===== src/rtl/flg_pkg.sv =====
package flg_pkg;
  localparam int unsigned POLL_POS = 7;
  localparam int unsigned TOG_POS  = 6;
  localparam int unsigned TMO_POS  = 5;
  localparam int unsigned STAT_W   = 8;

  localparam logic [STAT_W-1:0] STAT_MASK =
    STAT_W'((1 << POLL_POS) | (1 << TOG_POS) | (1 << TMO_POS));

  function automatic logic [STAT_W-1:0] pack_status(input logic tgt,
                                                     input logic tog,
                                                     input logic tmo);
    logic [STAT_W-1:0] w;
    w           = '0;
    w[POLL_POS] = ~tgt;
    w[TOG_POS]  = tog;
    w[TMO_POS]  = tmo;
    return w;
  endfunction
endpackage


===== src/rtl/flg_op_ctx.sv =====
module flg_op_ctx #(
  parameter int unsigned BANK_W = 3
) (
  input  logic              clk_i,
  input  logic              rst_ni,
  input  logic              start_i,
  input  logic              erase_i,
  input  logic              tgt_bit_i,
  input  logic [BANK_W-1:0] bank_i,
  output logic [BANK_W-1:0] bank_o,
  output logic              tgt_o
);
  always_ff @(posedge clk_i or negedge rst_ni) begin
    if (!rst_ni) begin
      bank_o <= '0;
      tgt_o  <= 1'b0;
    end else if (start_i) begin
      bank_o <= bank_i;
      // erased cells read 1
      tgt_o  <= erase_i | tgt_bit_i;
    end
  end
endmodule


===== src/rtl/flg_toggle.sv =====
module flg_toggle (
  input  logic clk_i,
  input  logic rst_ni,
  input  logic clr_i,
  input  logic adv_i,
  output logic tog_o
);
  always_ff @(posedge clk_i or negedge rst_ni) begin
    if (!rst_ni)    tog_o <= 1'b0;
    else if (clr_i) tog_o <= 1'b0;
    else if (adv_i) tog_o <= ~tog_o;
  end
endmodule


===== src/rtl/flg_word_mux.sv =====
module flg_word_mux #(
  parameter int unsigned DATA_W = 16
) (
  input  logic                       clk_i,
  input  logic                       rst_ni,
  input  logic                       rd_stb_i,
  input  logic                       hit_i,
  input  logic [flg_pkg::STAT_W-1:0] status_i,
  input  logic [DATA_W-1:0]          array_i,
  output logic [DATA_W-1:0]          data_o
);
  localparam int unsigned PAD_W = DATA_W - flg_pkg::STAT_W;

  logic [DATA_W-1:0] status_ext;

  generate
    if (PAD_W > 0) begin : g_pad
      assign status_ext = {{PAD_W{1'b0}}, status_i};
    end else begin : g_nopad
      assign status_ext = status_i[DATA_W-1:0];
    end
  endgenerate

  always_ff @(posedge clk_i or negedge rst_ni) begin
    if (!rst_ni)       data_o <= '0;
    else if (rd_stb_i) data_o <= hit_i ? status_ext : array_i;
  end
endmodule


===== src/rtl/flg_status_gen.sv =====
module flg_status_gen #(
  parameter int unsigned DATA_W = 16,
  parameter int unsigned BANK_W = 3
) (
  input  logic              clk_i,
  input  logic              rst_ni,
  input  logic              op_start_i,
  input  logic              op_erase_i,
  input  logic              tgt_bit_i,
  input  logic [BANK_W-1:0] op_bank_i,
  input  logic              op_busy_i,
  input  logic              op_fail_i,
  input  logic              op_tmo_i,
  input  logic              rd_stb_i,
  input  logic [BANK_W-1:0] rd_bank_i,
  input  logic [DATA_W-1:0] array_data_i,
  output logic [DATA_W-1:0] rd_data_o
);
  logic [BANK_W-1:0]          ctx_bank;
  logic                       ctx_tgt;
  logic                       tog;
  logic                       stat_mode;
  logic                       hit;
  logic [flg_pkg::STAT_W-1:0] status_w;

  flg_op_ctx #(.BANK_W(BANK_W)) ctx_i (
    .clk_i     (clk_i),
    .rst_ni    (rst_ni),
    .start_i   (op_start_i),
    .erase_i   (op_erase_i),
    .tgt_bit_i (tgt_bit_i),
    .bank_i    (op_bank_i),
    .bank_o    (ctx_bank),
    .tgt_o     (ctx_tgt)
  );

  assign stat_mode = op_busy_i | op_fail_i;
  assign hit       = rd_stb_i & stat_mode & (rd_bank_i == ctx_bank);

  flg_toggle tog_i (
    .clk_i  (clk_i),
    .rst_ni (rst_ni),
    .clr_i  (op_start_i),
    .adv_i  (hit),
    .tog_o  (tog)
  );

  assign status_w = flg_pkg::pack_status(ctx_tgt, tog, op_tmo_i);

  flg_word_mux #(.DATA_W(DATA_W)) mux_i (
    .clk_i    (clk_i),
    .rst_ni   (rst_ni),
    .rd_stb_i (rd_stb_i),
    .hit_i    (hit),
    .status_i (status_w),
    .array_i  (array_data_i),
    .data_o   (rd_data_o)
  );
endmodule


===== config.mk =====
export PLATFORM = sky130hd
export DESIGN_NAME = flg_status_gen
export DESIGN_NICKNAME = d
export VERILOG_FILES = /design/src/rtl/flg_pkg.sv /design/src/rtl/flg_op_ctx.sv /design/src/rtl/flg_toggle.sv /design/src/rtl/flg_word_mux.sv /design/src/rtl/flg_status_gen.sv
export SDC_FILE = /design/constraint.sdc
export NUM_CORES = 1
export LEC_CHECK = 0
export BUFFER_PORTS_ARGS = -buffer_cell sky130_fd_sc_hd__buf_4
export CORE_MARGIN = 2
export CORE_UTILIZATION = 43
export CTS_CLUSTER_DIAMETER = 200
export CTS_CLUSTER_SIZE = 24
export DETAILED_ROUTE_END_ITERATION = 10
export PLACE_DENSITY = 0.77
export SETUP_SLACK_MARGIN = 0.2
export SYNTH_ARGS = -nofsm -noshare
export SYNTH_HDL_FRONTEND = slang
export SYNTH_SLANG_ARGS = --single-unit

===== constraint.sdc =====
create_clock -name clk_i -period 1.95 [get_ports clk_i]
set_input_delay 0 -clock clk_i [delete_from_list [all_inputs] [get_ports clk_i]]
set_output_delay 0 -clock clk_i [all_outputs]
set_load 0.005 [all_outputs]

## After elaboration in Yosys (flattened, before gate mapping)

Index checks and enable logic that the tools add are counted.

| storage, ports and cells | value |
|---|---|
| bits of input ports | 31 |
| register bits | 21 |
| logic and storage cells | 15 |
| output and inout port bits | 16 |

| cells by class | value |
|---|---|
| mux-type cells | 3 |
| equal/unequal tests | 1 |
| bitwise operators | 6 |
| reduce and logical (&&, ||, !) cells | 1 |

Operator list:

| operator | number |
|---|---|
| $mux 16 | 1 |
| $eq 3x3->1 | 1 |
| $and 1x1->1 | 2 |
| $mux 1 | 2 |
| $not 1->1 | 2 |
| $or 1x1->1 | 2 |
| $reduce_bool 2->1 | 1 |

## Logic depth before layout (Yosys ltp)

| logic depth | value |
|---|---|
| word-level depth | 5 |
| mapped depth | 5 |

## Modules after synthesis

A second synthesis with hierarchy kept.

| unflattened totals | value |
|---|---|
| cell total of the unflattened synthesis | 89 |
| area total of the unflattened synthesis | 957.2 sq um |

By module, submodules not included:

| module | instances | area each (sq um) | cells each |
|---|---|---|---|
| flg_word_mux | 1 | 721.9 | 69 |
| flg_op_ctx | 1 | 146.4 | 10 |
| flg_status_gen | 1 | 51.3 | 7 |
| flg_toggle | 1 | 37.5 | 3 |

## Worst setup path after synthesis

No wires, ideal clock.

| timing | value |
|---|---|
| path kind | register to register |
| start point | register ctx_i.bank_o[1] |
| end point | register mux_i.data_o[0] |
| cell stages (with the launch flop) | 5 |
| data required time | 1.815 ns |
| clock period less this slack | 1.522 ns |
| slack | 0.428 ns |
| arrival time | 1.387 ns |
| buffers on the path | 1 |
| path through | dfrtp_1 -> xor2_1 -> nor4_4 -> buf_2 -> o22ai_1 |

| between the ends | value |
|---|---|
| cells in the longest elaborated chain, start to end | 3 |

Ends and longest elaborated chain:

| what | RTL line | RTL |
|---|---|---|
| start, declared | flg_op_ctx.sv:10 | `output logic [BANK_W-1:0] bank_o,` |
| start signal, assigned | flg_op_ctx.sv:18 | `bank_o <= bank_i;` |
| $eq 3x3->1 | flg_status_gen.sv:38 | `assign hit = rd_stb_i & stat_mode & (rd_bank_i == ctx_bank);` |
| $and 1x1->1 | flg_status_gen.sv:38 |  |
| $mux 16 | flg_word_mux.sv:26 | `else if (rd_stb_i) data_o <= hit_i ? status_ext : array_i;` |
| end signal, assigned | flg_word_mux.sv:26 |  |
| end, declared | flg_word_mux.sv:10 | `output logic [DATA_W-1:0] data_o` |

Every way passes these cells.
A chain may end at the register's enable or synchronous reset.

## Final worst setup path

| timing | value |
|---|---|
| start point | register ctx_i.bank_o[1] |
| end point | register mux_i.data_o[6] |

Same word-level chain as after synthesis.

==> metrics.txt <==
# TYPE chip_impl_metric gauge
chip_impl_info{name="cp-start-kind",value="flip-flop"} 1
chip_impl_metric{name="area_share_of_the_largest_cell_type_after_synthesis",unit="%"} 58.7
chip_impl_metric{name="synthCells",unit=""} 87
chip_impl_metric{name="core",unit="µm²"} 1960
chip_impl_metric{name="slew_headroom",unit="%"} 79.5
chip_impl_metric{name="synth.lib_cells_used.distinct",unit=""} 15
chip_impl_metric{name="postRouteWirelength",unit="mm"} 2.14
chip_impl_metric{name="reg2reg_depth",unit=""} 5
chip_impl_metric{name="fin_nets",unit=""} 186
chip_impl_metric{name="setup-violations-final",unit=""} 0
chip_impl_metric{name="route.vias.total",unit=""} 833
chip_impl_metric{name="numClockSinks",unit=""} 21
chip_impl_info{name="cts_root_buffer",value="clkbuf_4"} 1
chip_impl_metric{name="drive_above_1_share",unit="%"} 35.1
chip_impl_metric{name="vias_in_the_first_global_route",unit=""} 793
chip_impl_metric{name="multi_input_combinational_cell_area",unit="µm²"} 295
chip_impl_metric{name="ys_warn_count",unit=""} 0
chip_impl_metric{name="worst-path-max-fanout",unit=""} 17
chip_impl_metric{name="achievable-frequency",unit="MHz"} 653
chip_impl_metric{name="die_y",unit="µm"} 49.6
chip_impl_metric{name="drt.antenna.violating_nets",unit=""} 0
chip_impl_metric{name="syn-mean-instance-area",unit="µm²"} 10.3
chip_impl_metric{name="path_clk_slew",unit="ns"} 0.11
chip_impl_info{name="cp_slowest_cell",value="dfrtp_1"} 1
chip_impl_metric{name="cp_slowest_stage_delay",unit="ns"} 0.41
chip_impl_info{name="cp-end-kind",value="flip-flop"} 1
chip_impl_metric{name="skew",unit="ns"} 0.00279
chip_impl_metric{name="p_leak",unit="nW"} 0.738
chip_impl_metric{name="max_cap_violations",unit=""} 0
chip_impl_metric{name="clockBufferDepth",unit=""} 2
chip_impl_info{name="rsz_0062_raised_after_global_routing",value="no"} 1
chip_impl_metric{name="syn-cell-area",unit="µm²"} 895
chip_impl_metric{name="critical_path_depth_in_cells",unit=""} 5
chip_impl_metric{name="nFillCells",unit=""} 135
chip_impl_metric{name="hold_path_depth",unit=""} 3
chip_impl_info{name="failing_checks",value="negative hold slack"} 1
chip_impl_metric{name="asyncSetResetFlopFracSynth",unit="%"} 100
chip_impl_metric{name="h-tree-depth",unit=""} 1
chip_impl_metric{name="critPathBufInv",unit=""} 1
chip_impl_metric{name="cts_post_setup_buffers_inserted",unit=""} 0
chip_impl_metric{name="initial_antenna_violation_count",unit=""} 0
chip_impl_metric{name="routed_wire_length_per_instance",unit="µm"} 11.8
chip_impl_metric{name="place_congestion",unit=""} 0.712
chip_impl_info{name="post_synth_main_area_contributors",value="dfrtp_1 (59%), o22ai_1 (9.1%), inv_1 (5.9%)"} 1
chip_impl_metric{name="grt_pass1_wl",unit="mm"} 3.53
chip_impl_metric{name="holdWs",unit="ns"} -0.000554
chip_impl_metric{name="cp_data_arrival_time",unit="ns"} 1.70
chip_impl_info{name="post-synth-top-count-cell",value="dfrtp_1"} 1
chip_impl_metric{name="design_area_final",unit="µm²"} 1500
chip_impl_metric{name="timing_hold_violations_final",unit=""} 1
chip_impl_metric{name="post_dp_cell_area",unit="µm²"} 1260
chip_impl_metric{name="port_buffers",unit=""} 46
chip_impl_metric{name="setup_total_negative_slack",unit="ns"} 0
chip_impl_metric{name="seq_area_frac_synth",unit="%"} 58.7
chip_impl_metric{name="worst_ir_drop_vdd",unit="V"} 0.000438
chip_impl_info{name="min-delay-path-class",value="primary input to flip-flop"} 1
chip_impl_metric{name="synth_enable_flop_cells",unit=""} 0
chip_impl_info{name="worstPathCellList",value="xor2_1 -> nor4_4 -> buf_4 -> mux2i_1 -> a21oi_1"} 1
chip_impl_metric{name="fp.dieW",unit="µm"} 49.6
chip_impl_metric{name="grtUsageTotal",unit="%"} 18.4
chip_impl_metric{name="num_antenna_cells",unit=""} 0
chip_impl_metric{name="area_growth",unit="%"} 67.3
chip_impl_metric{name="io_pins",unit=""} 47
chip_impl_info{name="cts_tree",value="yes"} 1
chip_impl_info{name="synth_ff_type",value="dfrtp_1"} 1
chip_impl_metric{name="dp_hpwl",unit="mm"} 1.36
chip_impl_metric{name="postSynthNetCount",unit=""} 118
chip_impl_metric{name="drv_slew",unit=""} 0
chip_impl_metric{name="clk-insertion-delay-late",unit="ns"} 0.29
chip_impl_metric{name="post-route-drc-count",unit=""} 0
chip_impl_metric{name="drt-vias-per-instance",unit=""} 4.60
chip_impl_metric{name="detail_route.first_pass.iterations",unit=""} 2
chip_impl_metric{name="cts_buffer_count",unit=""} 3
chip_impl_info{name="critPathTopFamily",value="flip-flops"} 1
chip_impl_info{name="synth.cells.most_frequent",value="dfrtp_1 (21), inv_1 (14), nand2_1 (13), o22ai_1 (13), nor2_1 (4)"} 1
chip_impl_info{name="run_status",value="complete, but fails checks"} 1
chip_impl_metric{name="regArea",unit="µm²"} 526
chip_impl_metric{name="start_util",unit="%"} 45.6
chip_impl_metric{name="synth.ff_latch_count",unit=""} 21
chip_impl_metric{name="grt_start_max_net_pins",unit=""} 34
chip_impl_metric{name="full_die_area",unit="µm²"} 2460
chip_impl_metric{name="globalRouteOverflowTotal",unit=""} 0
chip_impl_metric{name="share_of_the_clock_period_used_by_the_worst_path_after_layout",unit="%"} 78.5
chip_impl_info{name="yosys.area.top_type",value="dfrtp_1"} 1
chip_impl_metric{name="drt_iter0_drc",unit=""} 6
chip_impl_metric{name="total_power_per_unit_cell_area",unit="nW/µm²"} 626
chip_impl_metric{name="num_rows",unit=""} 16
chip_impl_info{name="timing_worst_setup_path_type",value="flip-flop to flip-flop"} 1
chip_impl_metric{name="cp_data_required_time",unit="ns"} 2.12
chip_impl_metric{name="timing_worst_slew_pin_value",unit="ns"} 0.307
chip_impl_metric{name="finalWorstPathRequiredPeriod",unit="ns"} 1.53
-- per-stage QoR --
| step | hold slack (ns) | utilization [%] | total power, mW | cells | setup slack [ns] |
|---|---|---|---|---|---|
| floorplan | -0.296 | - | 0.590 | 87 | 0.428 |
| CTS | 0.00230 | 76.3 | 0.944 | 181 | 0.413 |
| finish | -0.000554 | 76.3 | 0.937 | 181 | 0.419 |
| global route | 0.0102 | 76.3 | 0.991 | 181 | 0.321 |
| detailed placement | -0.103 | 64.2 | 0.712 | 156 | 0.419 |
| global placement | -0.103 | 64.2 | 0.706 | 156 | 0.480 |
-- final cells by class --
class	count	area share, %
tap	27	2.26
multi-input combinational	47	19.7
inverter	14	3.51
clock buffer	4	1.76
sequential	21	35.1
timing repair buffer	68	37.6
-- worst register-to-register path, stage by stage (launching register included) --
cell     delay (ns)
dfrtp_1        0.41
xor2_1         0.19
nor4_4         0.27
buf_4          0.27
mux2i_1        0.20
a21oi_1        0.08
-- report_power, final --
group          leakage, nW  total, mW  internal, mW  switching [mW]
clock               0.0150      0.199        0.0794           0.120
combinational        0.471      0.234         0.144          0.0908
sequential           0.253      0.503         0.479          0.0244
total                0.738      0.937         0.702           0.235
-- sequential cells by signal (all words and copies together) (netlist names) --
signal,cells
mux_i.data_o,16
tog_i.tog_o,1
ctx_i.tgt_o,1
ctx_i.bank_o,3
-- cell usage in the layout (no fill, tap or decap), types with 2 or more instances in the layout --
cell and count:
mux2_2 3, xor2_1 3, buf_4 47, nor2_1 4
o21ai_0 2, o22ai_1 13, clkbuf_4 3, dlygate4sd3_1 21
mux2i_1 3, nand2_1 13, a21oi_1 3, inv_1 14
dfrtp_1 21
-- cell families after synthesis --
kind of cell | share of synthesized area, %
compound gates | 12.4
mux | 7.13
flops | 58.7
xor+xnor | 3.92
buf+inv | 8.25
simple gates | 9.51
-- repair_timing --
item | in CTS | in global routing
hold buffers | 21 | 0
endpoints found under the hold margin | 40 | 0
resized for setup | 0 | 0
-- final timing paths --
| kind | slack [ns] | startpoint | endpoint |
|---|---|---|---|
| max | 0.42 | ctx_i.bank_o[1] | mux_i.data_o[6] |
| min reg2reg | 0.53 | mux_i.data_o[5] | mux_i.data_o[5] |
| max in group asynchronous | 1.61 | rst_ni | mux_i.data_o[11] |
| min | -0.0006 | op_tmo_i | mux_i.data_o[5] |
| max reg2reg | 0.42 | ctx_i.bank_o[1] | mux_i.data_o[6] |
| min in group asynchronous | 0.13 | rst_ni | mux_i.data_o[3] |
-- per-layer routing --
metal / part of all wire, % / global-route usage [%]
met1: 47 / 25.8
met2: 47 / 30.4
met3: 6.0 / 3.03
met4: 0 / 2.78
met5: 0 / 0
Note: power is estimated with default switching activity, not from simulation.
